==> src/rtl/sincos_cordic_pkg.sv <==
package sincos_cordic_pkg;

    localparam int ANG_MAX   = 900;   // 90.0 degrees in tenths
    localparam int ZFRAC     = 8;     // fraction bits of the residual angle
    localparam int RESID_MAX = 200;   // widest band, tenths
    localparam int QREF      = 14;    // fraction bits of the constants below
    localparam int KW        = 15;    // width of the gain-correction constants

    typedef enum logic [3:0] {
        BAND_A = 4'b1000,
        BAND_B = 4'b1001,
        BAND_C = 4'b1010,
        BAND_D = 4'b1100,
        BAND_E = 4'b1101,
        BAND_F = 4'b1110
    } band_e;

    // Lower edge of each band, in tenths of a degree.
    function automatic int band_floor(input band_e b);
        case (b)
            BAND_A:  return 0;
            BAND_B:  return 100;
            BAND_C:  return 200;
            BAND_D:  return 400;
            BAND_E:  return 600;
            default: return 800;
        endcase
    endfunction

    // cos of the band floor, Q.14
    function automatic int floor_cos(input band_e b);
        case (b)
            BAND_A:  return 16384;
            BAND_B:  return 16135;
            BAND_C:  return 15396;
            BAND_D:  return 12551;
            BAND_E:  return 8192;
            default: return 2845;
        endcase
    endfunction

    // sin of the band floor, Q.14
    function automatic int floor_sin(input band_e b);
        case (b)
            BAND_A:  return 0;
            BAND_B:  return 2845;
            BAND_C:  return 5604;
            BAND_D:  return 10531;
            BAND_E:  return 14189;
            default: return 16135;
        endcase
    endfunction

    // Ten-degree-wide bands start their shifts at 3, twenty-degree-wide ones at 2.
    function automatic logic narrow_band(input band_e b);
        return (b == BAND_A) || (b == BAND_B) || (b == BAND_F);
    endfunction

    // atan(2^-k) expressed in tenths of a degree times 2^ZFRAC.
    function automatic int atan_step(input int k);
        case (k)
            2:  return 35933;
            3:  return 18240;
            4:  return 9155;
            5:  return 4582;
            6:  return 2292;
            7:  return 1146;
            8:  return 573;
            9:  return 286;
            10: return 143;
            11: return 72;
            12: return 36;
            13: return 18;
            14: return 9;
            15: return 4;
            default: return (146677 + (1 << (k - 1))) >> k;
        endcase
    endfunction

    function automatic int rescale(input int v, input int frac);
        if (frac >= QREF) return v <<< (frac - QREF);
        return v >>> (QREF - frac);
    endfunction

endpackage

==> src/rtl/approx_ripple_add.sv <==
module approx_ripple_add #(
    parameter int W     = 16,
    parameter int LSBS  = 2,
    parameter int KIND  = 1     // 0: exact, 1: OR on the low LSBS bits
) (
    input  logic [W-1:0] a,
    input  logic [W-1:0] b,
    input  logic         cin,
    output logic [W-1:0] sum
);
    generate
        if (KIND == 0 || LSBS == 0) begin : g_exact
            assign sum = a + b + W'(cin);
        end else begin : g_lower_or
            logic [LSBS-1:0]   lo;
            logic [W-LSBS-1:0] hi;
            logic              c_lo;
            always_comb begin
                lo    = a[LSBS-1:0] | b[LSBS-1:0];
                lo[0] = lo[0] | cin;
                c_lo  = a[LSBS-1] & b[LSBS-1];
                hi    = a[W-1:LSBS] + b[W-1:LSBS] + (W-LSBS)'(c_lo);
            end
            assign sum = {hi, lo};
        end
    endgenerate
endmodule

==> src/rtl/angle_band_decode.sv <==
module angle_band_decode
    import sincos_cordic_pkg::*;
#(
    parameter int AW = 10
) (
    input  logic [AW-1:0] angle,
    output band_e         band,
    output logic [AW-1:0] eff,
    output logic          over
);
    always_comb begin
        over = int'(angle) > ANG_MAX;
        eff  = over ? AW'(ANG_MAX) : angle;
        if (int'(eff) <= 100)      band = BAND_A;
        else if (int'(eff) <= 200) band = BAND_B;
        else if (int'(eff) <= 400) band = BAND_C;
        else if (int'(eff) <= 600) band = BAND_D;
        else if (int'(eff) <= 800) band = BAND_E;
        else                       band = BAND_F;
    end
endmodule

==> src/rtl/cordic_micro_step.sv <==
module cordic_micro_step
    import sincos_cordic_pkg::*;
#(
    parameter int DW   = 16,
    parameter int ZW   = 18,
    parameter int IDX  = 0,
    parameter int LSBS = 2,
    parameter int KIND = 1
) (
    input  logic                 narrow,
    input  logic signed [DW-1:0] x_i,
    input  logic signed [DW-1:0] y_i,
    input  logic signed [ZW-1:0] z_i,
    output logic signed [DW-1:0] x_o,
    output logic signed [DW-1:0] y_o,
    output logic signed [ZW-1:0] z_o
);
    localparam int SH_WIDE   = IDX + 2;
    localparam int SH_NARROW = IDX + 3;
    localparam logic signed [ZW-1:0] ANG_WIDE   = ZW'(atan_step(SH_WIDE));
    localparam logic signed [ZW-1:0] ANG_NARROW = ZW'(atan_step(SH_NARROW));

    logic                 ccw;
    logic signed [DW-1:0] x_sh, y_sh;
    logic        [DW-1:0] bx, by;
    logic signed [ZW-1:0] ang;

    always_comb begin
        ccw  = ~z_i[ZW-1];
        x_sh = narrow ? (x_i >>> SH_NARROW) : (x_i >>> SH_WIDE);
        y_sh = narrow ? (y_i >>> SH_NARROW) : (y_i >>> SH_WIDE);
        bx   = ccw ? ~y_sh : y_sh;   // x - y_sh when turning positive
        by   = ccw ? x_sh : ~x_sh;   // y + x_sh when turning positive
        ang  = narrow ? ANG_NARROW : ANG_WIDE;
        z_o  = ccw ? (z_i - ang) : (z_i + ang);
    end

    approx_ripple_add #(.W(DW), .LSBS(LSBS), .KIND(KIND)) u_add_x (
        .a(x_i), .b(bx), .cin(ccw), .sum(x_o)
    );
    approx_ripple_add #(.W(DW), .LSBS(LSBS), .KIND(KIND)) u_add_y (
        .a(y_i), .b(by), .cin(~ccw), .sum(y_o)
    );
endmodule

==> src/rtl/sincos_approx_cordic.sv <==
module sincos_approx_cordic
    import sincos_cordic_pkg::*;
#(
    parameter int AW          = 10,
    parameter int DW          = 16,
    parameter int STAGES      = 12,
    parameter int APPROX_LSBS = 2,
    parameter int ADDER_KIND  = 1
) (
    input  logic                 clk,
    input  logic                 rst_n,
    input  logic                 in_valid,
    output logic                 in_ready,
    input  logic [AW-1:0]        in_angle,
    output logic                 out_valid,
    output logic signed [DW-1:0] out_cos,
    output logic signed [DW-1:0] out_sin,
    output logic                 out_err,
    output logic [3:0]           out_band
);
    localparam int FRAC = DW - 2;
    localparam int ZW   = $clog2(RESID_MAX << ZFRAC) + 2;
    localparam int WIDE = DW + KW + 1;
    // reciprocal gain of the micro-rotations, Q.14, for start shift 2 and 3
    localparam logic [KW-1:0] KINV_WIDE   = 15'd15731;
    localparam logic [KW-1:0] KINV_NARROW = 15'd16215;

    typedef struct packed {
        logic                 vld;
        logic                 err;
        band_e                band;
        logic                 narrow;
        logic signed [DW-1:0] x;
        logic signed [DW-1:0] y;
        logic signed [ZW-1:0] z;
    } pipe_t;

    typedef struct packed {
        logic                  rdy;
        pipe_t [STAGES-1:0]    pipe;
        logic                  ovld;
        logic                  oerr;
        band_e                 oband;
        logic signed [DW-1:0]  ocos;
        logic signed [DW-1:0]  osin;
    } state_t;

    state_t s_d, s_q;

    band_e         dec_band;
    logic [AW-1:0] dec_eff;
    logic          dec_over;
    logic          accept;

    logic signed [DW-1:0] step_x [STAGES];
    logic signed [DW-1:0] step_y [STAGES];
    logic signed [ZW-1:0] step_z [STAGES];
    logic signed [ZW-1:0] z_final_unused;

    logic [KW-1:0]          kinv;
    logic signed [WIDE-1:0] cacc, sacc;

    angle_band_decode #(.AW(AW)) u_decode (
        .angle(in_angle), .band(dec_band), .eff(dec_eff), .over(dec_over)
    );

    generate
        for (genvar g = 0; g < STAGES; g++) begin : g_step
            cordic_micro_step #(
                .DW(DW), .ZW(ZW), .IDX(g), .LSBS(APPROX_LSBS), .KIND(ADDER_KIND)
            ) u_step (
                .narrow(s_q.pipe[g].narrow),
                .x_i(s_q.pipe[g].x), .y_i(s_q.pipe[g].y), .z_i(s_q.pipe[g].z),
                .x_o(step_x[g]), .y_o(step_y[g]), .z_o(step_z[g])
            );
        end
    endgenerate

    assign z_final_unused = step_z[STAGES-1];
    assign accept = in_valid & s_q.rdy;

    always_comb begin
        s_d     = s_q;
        s_d.rdy = 1'b1;

        // coarse rotation: band floor vector and residual, no iteration
        s_d.pipe[0].vld    = accept;
        s_d.pipe[0].err    = dec_over;
        s_d.pipe[0].band   = dec_band;
        s_d.pipe[0].narrow = narrow_band(dec_band);
        s_d.pipe[0].x      = DW'(rescale(floor_cos(dec_band), FRAC));
        s_d.pipe[0].y      = DW'(rescale(floor_sin(dec_band), FRAC));
        s_d.pipe[0].z      = ZW'((int'(dec_eff) - band_floor(dec_band)) <<< ZFRAC);

        for (int g = 1; g < STAGES; g++) begin
            s_d.pipe[g]   = s_q.pipe[g-1];
            s_d.pipe[g].x = step_x[g-1];
            s_d.pipe[g].y = step_y[g-1];
            s_d.pipe[g].z = step_z[g-1];
        end

        // gain correction by shift-add of the selected constant
        kinv = s_q.pipe[STAGES-1].narrow ? KINV_NARROW : KINV_WIDE;
        cacc = WIDE'(1 <<< (QREF - 1));
        sacc = WIDE'(1 <<< (QREF - 1));
        for (int b = 0; b < KW; b++) begin
            if (kinv[b]) begin
                cacc = cacc + (WIDE'(step_x[STAGES-1]) <<< b);
                sacc = sacc + (WIDE'(step_y[STAGES-1]) <<< b);
            end
        end
        s_d.ovld  = s_q.pipe[STAGES-1].vld;
        s_d.oerr  = s_q.pipe[STAGES-1].err;
        s_d.oband = s_q.pipe[STAGES-1].band;
        s_d.ocos  = cacc[DW+QREF-1:QREF];
        s_d.osin  = sacc[DW+QREF-1:QREF];
    end

    always_ff @(posedge clk or negedge rst_n) begin
        if (!rst_n) s_q <= '0;
        else        s_q <= s_d;
    end

    assign in_ready  = s_q.rdy;
    assign out_valid = s_q.ovld;
    assign out_err   = s_q.oerr;
    assign out_band  = s_q.oband;
    assign out_cos   = s_q.ocos;
    assign out_sin   = s_q.osin;
endmodule

==> config.mk <==
export PLATFORM = sky130hd
export DESIGN_NAME = sincos_approx_cordic
export DESIGN_NICKNAME = d
export VERILOG_FILES = /design/src/rtl/sincos_cordic_pkg.sv /design/src/rtl/approx_ripple_add.sv /design/src/rtl/angle_band_decode.sv /design/src/rtl/cordic_micro_step.sv /design/src/rtl/sincos_approx_cordic.sv
export SDC_FILE = /design/constraint.sdc
export NUM_CORES = 2
export LEC_CHECK = 0
export BUFFER_PORTS_ARGS = -buffer_cell sky130_fd_sc_hd__buf_4
export CORE_AREA = 2 2 396 398
export CTS_CLUSTER_DIAMETER = 120
export CTS_CLUSTER_SIZE = 24
export DETAILED_ROUTE_END_ITERATION = 12
export DIE_AREA = 0 0 398 400
export HOLD_SLACK_MARGIN = 0.05
export PLACE_DENSITY = 0.57
export REMOVE_ABC_BUFFERS = 1
export SYNTH_ARGS = -nofsm -noshare
export SYNTH_HDL_FRONTEND = slang
export SYNTH_SLANG_ARGS = --single-unit
==> constraint.sdc <==
create_clock -name clk -period 22.4 [get_ports clk]
set_input_delay 5.6 -clock clk [delete_from_list [all_inputs] [get_ports clk]]
set_output_delay 5.6 -clock clk [all_outputs]
set_load 0.05 [all_outputs]
# ---- Word level (Yosys, flattened, before mapping)
# Cells that the tools add are included.
dict set report totals {
  ff_bits 712
  input_bits 13
  word_cells 424
}
dict set report classes {
  n_addsub 101
  n_lt_le_gt_ge 6
  eq_ne 6
  mux 110
  bitwise_logic 109
  reduce_logical 2
}
# op count
set op_table {}
lappend op_table {{2-to-1 mux 30 bit} 30}
lappend op_table {{2-to-1 mux 16 bit} 25}
lappend op_table {{adder 14 x 1 -> 14 bit} 24}
lappend op_table {{adder 14 bit} 22}
lappend op_table {{2-to-1 mux 18 bit} 11}
lappend op_table {{subtractor 18 bit} 11}
lappend op_table {{case mux 15 bit (5 select lines)} 1}
lappend op_table {{case mux 14 bit (5 select lines)} 1}
lappend op_table {{adder 30 x 17 -> 30 bit} 2}
lappend op_table {{adder 30 x 18 -> 30 bit} 2}
lappend op_table {{adder 30 x 19 -> 30 bit} 2}
lappend op_table {{adder 30 x 20 -> 30 bit} 2}
lappend op_table {{adder 30 x 21 -> 30 bit} 2}
lappend op_table {{adder 30 x 22 -> 30 bit} 2}
lappend op_table {{adder 30 x 23 -> 30 bit} 2}
lappend op_table {{adder 30 x 24 -> 30 bit} 2}
lappend op_table {{adder 30 x 25 -> 30 bit} 2}
lappend op_table {{adder 30 x 26 -> 30 bit} 2}
lappend op_table {{adder 30 x 27 -> 30 bit} 2}
lappend op_table {{adder 30 x 28 -> 30 bit} 2}
lappend op_table {{adder 30 x 29 -> 30 bit} 2}
lappend op_table {{adder 30 bit} 2}
lappend op_table {{2-to-1 mux 10 bit} 5}
lappend op_table {{case mux 10 bit (5 select lines)} 1}
lappend op_table {{51 further kinds} 175}

# ---- Logic depth before layout (Yosys ltp)
dict set report depth {
  word_depth 35
  depth_mapped 85
}

# ---- Cells and area by module
# From an unflattened synthesis, not the netlist that was laid out.
dict set report hier_totals {
  cells_unflattened 8122
  hier_area_um2 72308.1
}
# mod n_inst cells_each area_each_um2 seq_area_each_um2
set by_module_without_submodules {}
lappend by_module_without_submodules {sincos_approx_cordic 1 3649 38750.9 17641.9}
lappend by_module_without_submodules {{approx_ripple_add at g_step[0].u_step.u_add_x ...} 20 106 782.0 0.0}
lappend by_module_without_submodules {{approx_ripple_add at g_step[4].u_step.u_add_x ...} 4 106 752.0 0.0}
lappend by_module_without_submodules {{cordic_micro_step at g_step[1].u_step} 1 191 1476.4 0.0}
lappend by_module_without_submodules {{cordic_micro_step at g_step[0].u_step} 1 182 1447.6 0.0}
lappend by_module_without_submodules {{cordic_micro_step at g_step[3].u_step} 1 170 1343.8 0.0}
lappend by_module_without_submodules {{cordic_micro_step at g_step[5].u_step} 1 175 1298.7 0.0}
lappend by_module_without_submodules {{cordic_micro_step at g_step[2].u_step} 1 155 1251.2 0.0}
lappend by_module_without_submodules {{cordic_micro_step at g_step[8].u_step} 1 156 1249.9 0.0}
lappend by_module_without_submodules {{cordic_micro_step at g_step[6].u_step} 1 157 1222.4 0.0}
lappend by_module_without_submodules {{cordic_micro_step at g_step[4].u_step} 1 157 1216.2 0.0}
lappend by_module_without_submodules {{cordic_micro_step at g_step[7].u_step} 1 148 1171.1 0.0}
lappend by_module_without_submodules {{cordic_micro_step at g_step[11].u_step} 1 150 1066.0 0.0}
lappend by_module_without_submodules {{cordic_micro_step at g_step[9].u_step} 1 122 952.2 0.0}
lappend by_module_without_submodules {{+2 rows} n/a n/a n/a n/a}

# ---- Least setup slack after synthesis
# OpenSTA, ideal clock, no wires.
dict set report synth_timing {
  kind {flip-flop to flip-flop}
  startpoint {register s_q[715] in the netlist's numbering}
  endpoint {register s_q, in the netlist out_cos[15]}
  setup_ns 0.134
  arrival_time_ns 16.049
  t_required_ns 22.266
  slack_ns 6.217
  stages_incl_launch_ff 80
  period_less_slack_ns 16.183
  path_cell_list {dfrtp_1 -> buf_2 -> mux2i_1 -> xnor2_1 -> nor2_1 -> fa_1 -> fa_1 -> a21oi_1 -> o21ai_0 -> a2111oi_0 -> nand3b_1 -> nand2_1 -> inv_1 -> clkbuf_1 -> clkbuf_1 -> buf_1 -> ha_1 -> a221oi_1 -> [... 44 more ...] -> xnor2_1 -> ha_1 -> inv_1 -> nor3_1 -> a31oi_1 -> a21boi_0 -> o311ai_0 -> ha_1 -> inv_1 -> nor3_1 -> a31oi_1 -> o21ai_0 -> a311o_1 -> ha_1 -> or3_1 -> a211oi_1 -> nor3_1 -> xnor3_1}
}
dict set report synth_via {
  elab_chain_cells 35
  elab_cells_between_ends 38
  classes_between {add/sub: 16; mux: 18; bitwise: 4}
}
# element line_no
set synth_rtl {}
lappend synth_rtl {{start, declared} sincos_approx_cordic.sv:48} ;# state_t s_d, s_q;
lappend synth_rtl {{start signal, assigned} sincos_approx_cordic.sv:120} ;# if (!rst_n) s_q <= '0;
lappend synth_rtl {{start signal, assigned} sincos_approx_cordic.sv:121} ;# else s_q <= s_d;
lappend synth_rtl {{2-to-1 mux 2 bit} cordic_micro_step.sv:31} ;# y_sh = narrow ? (y_i >>> SH_NARROW) : (y_i >>> SH_WIDE);
lappend synth_rtl {{NOT 3 -> 16 bit} cordic_micro_step.sv:32} ;# bx = ccw ? ~y_sh : y_sh;
lappend synth_rtl {{2-to-1 mux 16 bit} cordic_micro_step.sv:32}
lappend synth_rtl {{bitwise AND 1 bit / bitwise OR 2 bit (equally long branches)} {approx_ripple_add.sv:21, approx_ripple_add.sv:19}}
lappend synth_rtl {{adder 14 x 1 -> 14 bit / bitwise OR 1 bit (equally long branches)} {approx_ripple_add.sv:22, approx_ripple_add.sv:20}}
lappend synth_rtl {{adder 15 x 16 -> 17 bit} sincos_approx_cordic.sv:108} ;# cacc = cacc + (WIDE'(step_x[STAGES-1]) <<< b);
lappend synth_rtl {{2-to-1 mux 30 bit} sincos_approx_cordic.sv:107} ;# if (kinv[b]) begin
lappend synth_rtl {{adder 30 x 17 -> 30 bit} sincos_approx_cordic.sv:108}
lappend synth_rtl {{[... 20 more ...]} n/a}
lappend synth_rtl {{2-to-1 mux 30 bit} sincos_approx_cordic.sv:107}
lappend synth_rtl {{adder 30 x 28 -> 30 bit} sincos_approx_cordic.sv:108}
lappend synth_rtl {{2-to-1 mux 30 bit} sincos_approx_cordic.sv:107}
lappend synth_rtl {{adder 30 x 29 -> 30 bit} sincos_approx_cordic.sv:108}
lappend synth_rtl {{2-to-1 mux 30 bit} sincos_approx_cordic.sv:107}
lappend synth_rtl {{adder 30 bit} sincos_approx_cordic.sv:108}
lappend synth_rtl {{2-to-1 mux 30 bit *} sincos_approx_cordic.sv:107}
lappend synth_rtl {{named net cacc[29]} sincos_approx_cordic.sv:61} ;# logic signed [WIDE-1:0] cacc, sacc;
# Mark *: on every way through the listed nets, which the timed path passes. The rest lies on a longest branch.

==> flow_summary.yaml <==
outcome:
  status: "completed"
sta:
  maxSlewViolCount: 0
  clock_skew_ns: 0.05797
  fin_setup_tns_ns: 0
  relSlewSlack_pct: 26.87
  period_share_pct: 84.26
  fin_crit_ns: 18.87
  setup_viol: 0
  rsz0062_at_grt: "no"
  finalHoldViolations: 0
  worstMarginPinSlew_ns: 1.085
  timing.fmax_mhz: 52.98
logic_synthesis:
  synth_enable_flop_cells: 0
  yosysUniqueCellTypes: 107
  synthFlopType: "dfrtp_1"
  synth_seq_cells: 682
  ys_warn_count: 0
  postSynth.asyncResetShare_pct: 100.0
  synth_cells: 6383
  avgSynthCellArea_sq_um: 9.398
  syn-cell-area_sq_um: 59990
  ys_seq_area_share_pct: 28.45
final_layout:
  fillers: 15055
  layout_commonest_cell: "ha_1"
  finalCoreUtilization_pct: 41.47
  layout-drive-gt1-share_pct: 4.735
  antenna_cells: 0
  final_nets: 7413
  area_delta_synth_final_pct: 7.230
  mostFrequentLayoutCells: "892 x ha_1, 696 x xnor2_1, 681 x dfrtp_1, 640 x a21oi_1, 533 x inv_1"
grt:
  grt_pass1_vias: 43248
  grt_start_max_net_pins: 96
  antenna_found_initial: 0
  track_usage_pct: 15.60
  grt_pass1_wl_microns: 208500
  grt_overflow_total: 0
cts:
  postCtsSetupBuffers: 0
  clock_latency_ns: 0.67
  htree_levels: 2
  clock-sinks: 682
  post_cts_resized: 0
  cts_buffers: 40
  cts-root-buf: "clkbuf_16"
  cts-hold-fix-buffers: 0
  cts_tree: "yes"
  cts.clk_slew.worst_paths_ns: 0.09
  clock_path_buffers: 3
hold_path:
  holdPathStages: 0
  min_path_type: "register to register"
floorplan:
  rows: 145
  dieWidth_microns: 398
  fp.coreArea_sq_um: 155100
  num_io_pins: 52
  die_y_microns: 400
  start_util_pct: 38.67
  dieArea_sq_um: 159200
placement:
  port_buffers: 51
  hpwl_microns: 99600
  gp_congestion: 0.8406
critical_path:
  reg2reg_depth: 77
  worstPathRequired_ns: 22.90
  max_stage_delay_ns: 0.94
  critPathLaunchType: "register"
  critical_path_class: "register to register"
  rrSetupSlack_ns: 3.53
  critPathArrivalTime_ns: 19.37
  cpMaxStageDelayCell: "clkinv_1"
  worst-path-max-fanout: 38
  end_kind: "register"
  path_common_cell: "ha_1"
routing:
  wl_microns: 123100
  drtAntennaViolNets: 0
  firstDrtPassIters: 5
  drc: 0
  wl_per_cell_microns: 14.48
  drtIter0Drc: 1592
  vias: 43024
  vias_per_cell: 5.062
run:
  cap_violations: 0
[state kept, by name, summed over array words and instances (netlist names)]
name       cells
out_band       4
out_cos       16
out_err        1
out_sin       16
out_valid      1
s_d           83
s_q          561
[through the flow]
stage	cells	worst slack [ns]	hold WS [ns]	area, sq um
2_1_floorplan	6280	1.863	0.3312	59580
3_3_place_gp	8444	3.863	0.3312	63020
3_5_place_dp	8444	3.551	0.3347	63020
4_1_cts	8499	3.528	0.3480	64320
5_1_grt	8499	1.693	0.3525	64320
6_report	8499	3.526	0.3465	64320
[cells by family after synthesis]
logic type | synth area share, %
AOI/OAI and AO/OA | 19.29
xor gates and xnor gates | 14.08
adders and majority gates | 21.36
buffers and inverters | 4.084
DFF | 28.45
muxes | 3.761
other | 0.006252
and+or+nand+nor | 8.969
[per-layer routing]
metal	share of wire, %	routed length, microns	vias up	global-route usage (%)
li1	-	-	22440	-
met1	43	52370	20143	17.77
met2	53	65640	312	30.86
met3	1.9	2284	129	1.438
met4	2.3	2797	0	3.646
met5	0	0	-	0
[cell type report]
type,instances,area (sq um),share of cell area [%]
multi-input cells,5054,40530,63.00
flip-flops and latches,682,17070,26.54
clock inverters,13,285.3,0.4435
repair buffers,106,803.3,1.249
clock buffers,42,1018,1.583
well taps,2058,2575,4.003
inverters,544,2044,3.178
[worst paths after layout]
check                          from           to
max                        s_q[715]  out_sin[15]
min                        s_d[318]     s_d[375]
max reg2reg                s_q[715]  out_sin[15]
min reg2reg                s_d[318]     s_d[375]
max in group asynchronous     rst_n  out_cos[12]
min in group asynchronous     rst_n     s_d[545]
[synth_stat cells, drive strengths merged, types with 8 or more instances]
| cell type | n | area (sq um) |
|---|---|---|
| a21o | 235 | 1765 |
| xor2 | 251 | 2198 |
| xnor2 | 701 | 6155 |
| o211ai | 19 | 152.6 |
| dfrtp | 682 | 17070 |
| a21boi | 32 | 240.2 |
| mux2i | 172 | 1738 |
| a2111oi | 10 | 88.84 |
| buf | 30 | 133.9 |
| nor2 | 349 | 1310 |
| fa | 80 | 1602 |
| ha | 892 | 11160 |
| nor3 | 102 | 510.5 |
| o2111ai | 11 | 108.9 |
| mux2 | 45 | 518.0 |
| nor4 | 11 | 75.07 |
| nand3 | 69 | 350.3 |
| a21oi | 643 | 3229 |
| o21a | 77 | 578.1 |
| o31ai | 34 | 279.0 |
| inv | 539 | 2023 |
| clkbuf | 73 | 274.0 |
| o31a | 12 | 105.1 |
| and3 | 18 | 112.6 |
| or4 | 10 | 82.58 |
| and4 | 8 | 72.57 |
| o21bai | 329 | 2481 |
| and2 | 39 | 244.0 |
| o21ai | 225 | 1134 |
| a31o | 18 | 157.6 |
| nand2 | 251 | 944.7 |
| nand2b | 80 | 500.5 |
| nor2b | 79 | 494.2 |
| a211oi | 26 | 210.2 |
| or3 | 38 | 242.7 |
| nand4 | 19 | 118.9 |
| a31oi | 32 | 200.2 |
| or2 | 29 | 181.4 |
[critical path, delay by kind of cell (launching register included)]
| kind | cells | cell delay [ns] |
|---|---|---|
| adders and majority gates | 13 | 4.88 |
| and+or+nand+nor | 21 | 3.45 |
| buffers and inverters | 3 | 1.19 |
| DFF | 1 | 0.73 |
| xor gates and xnor gates | 10 | 1.58 |
| AOI/OAI and AO/OA | 28 | 6.15 |
| muxes | 2 | 0.70 |
Power is left out: the tool's default activity adds up to more than one toggle a clock period on the data nets, which glitch-free logic cannot reach.
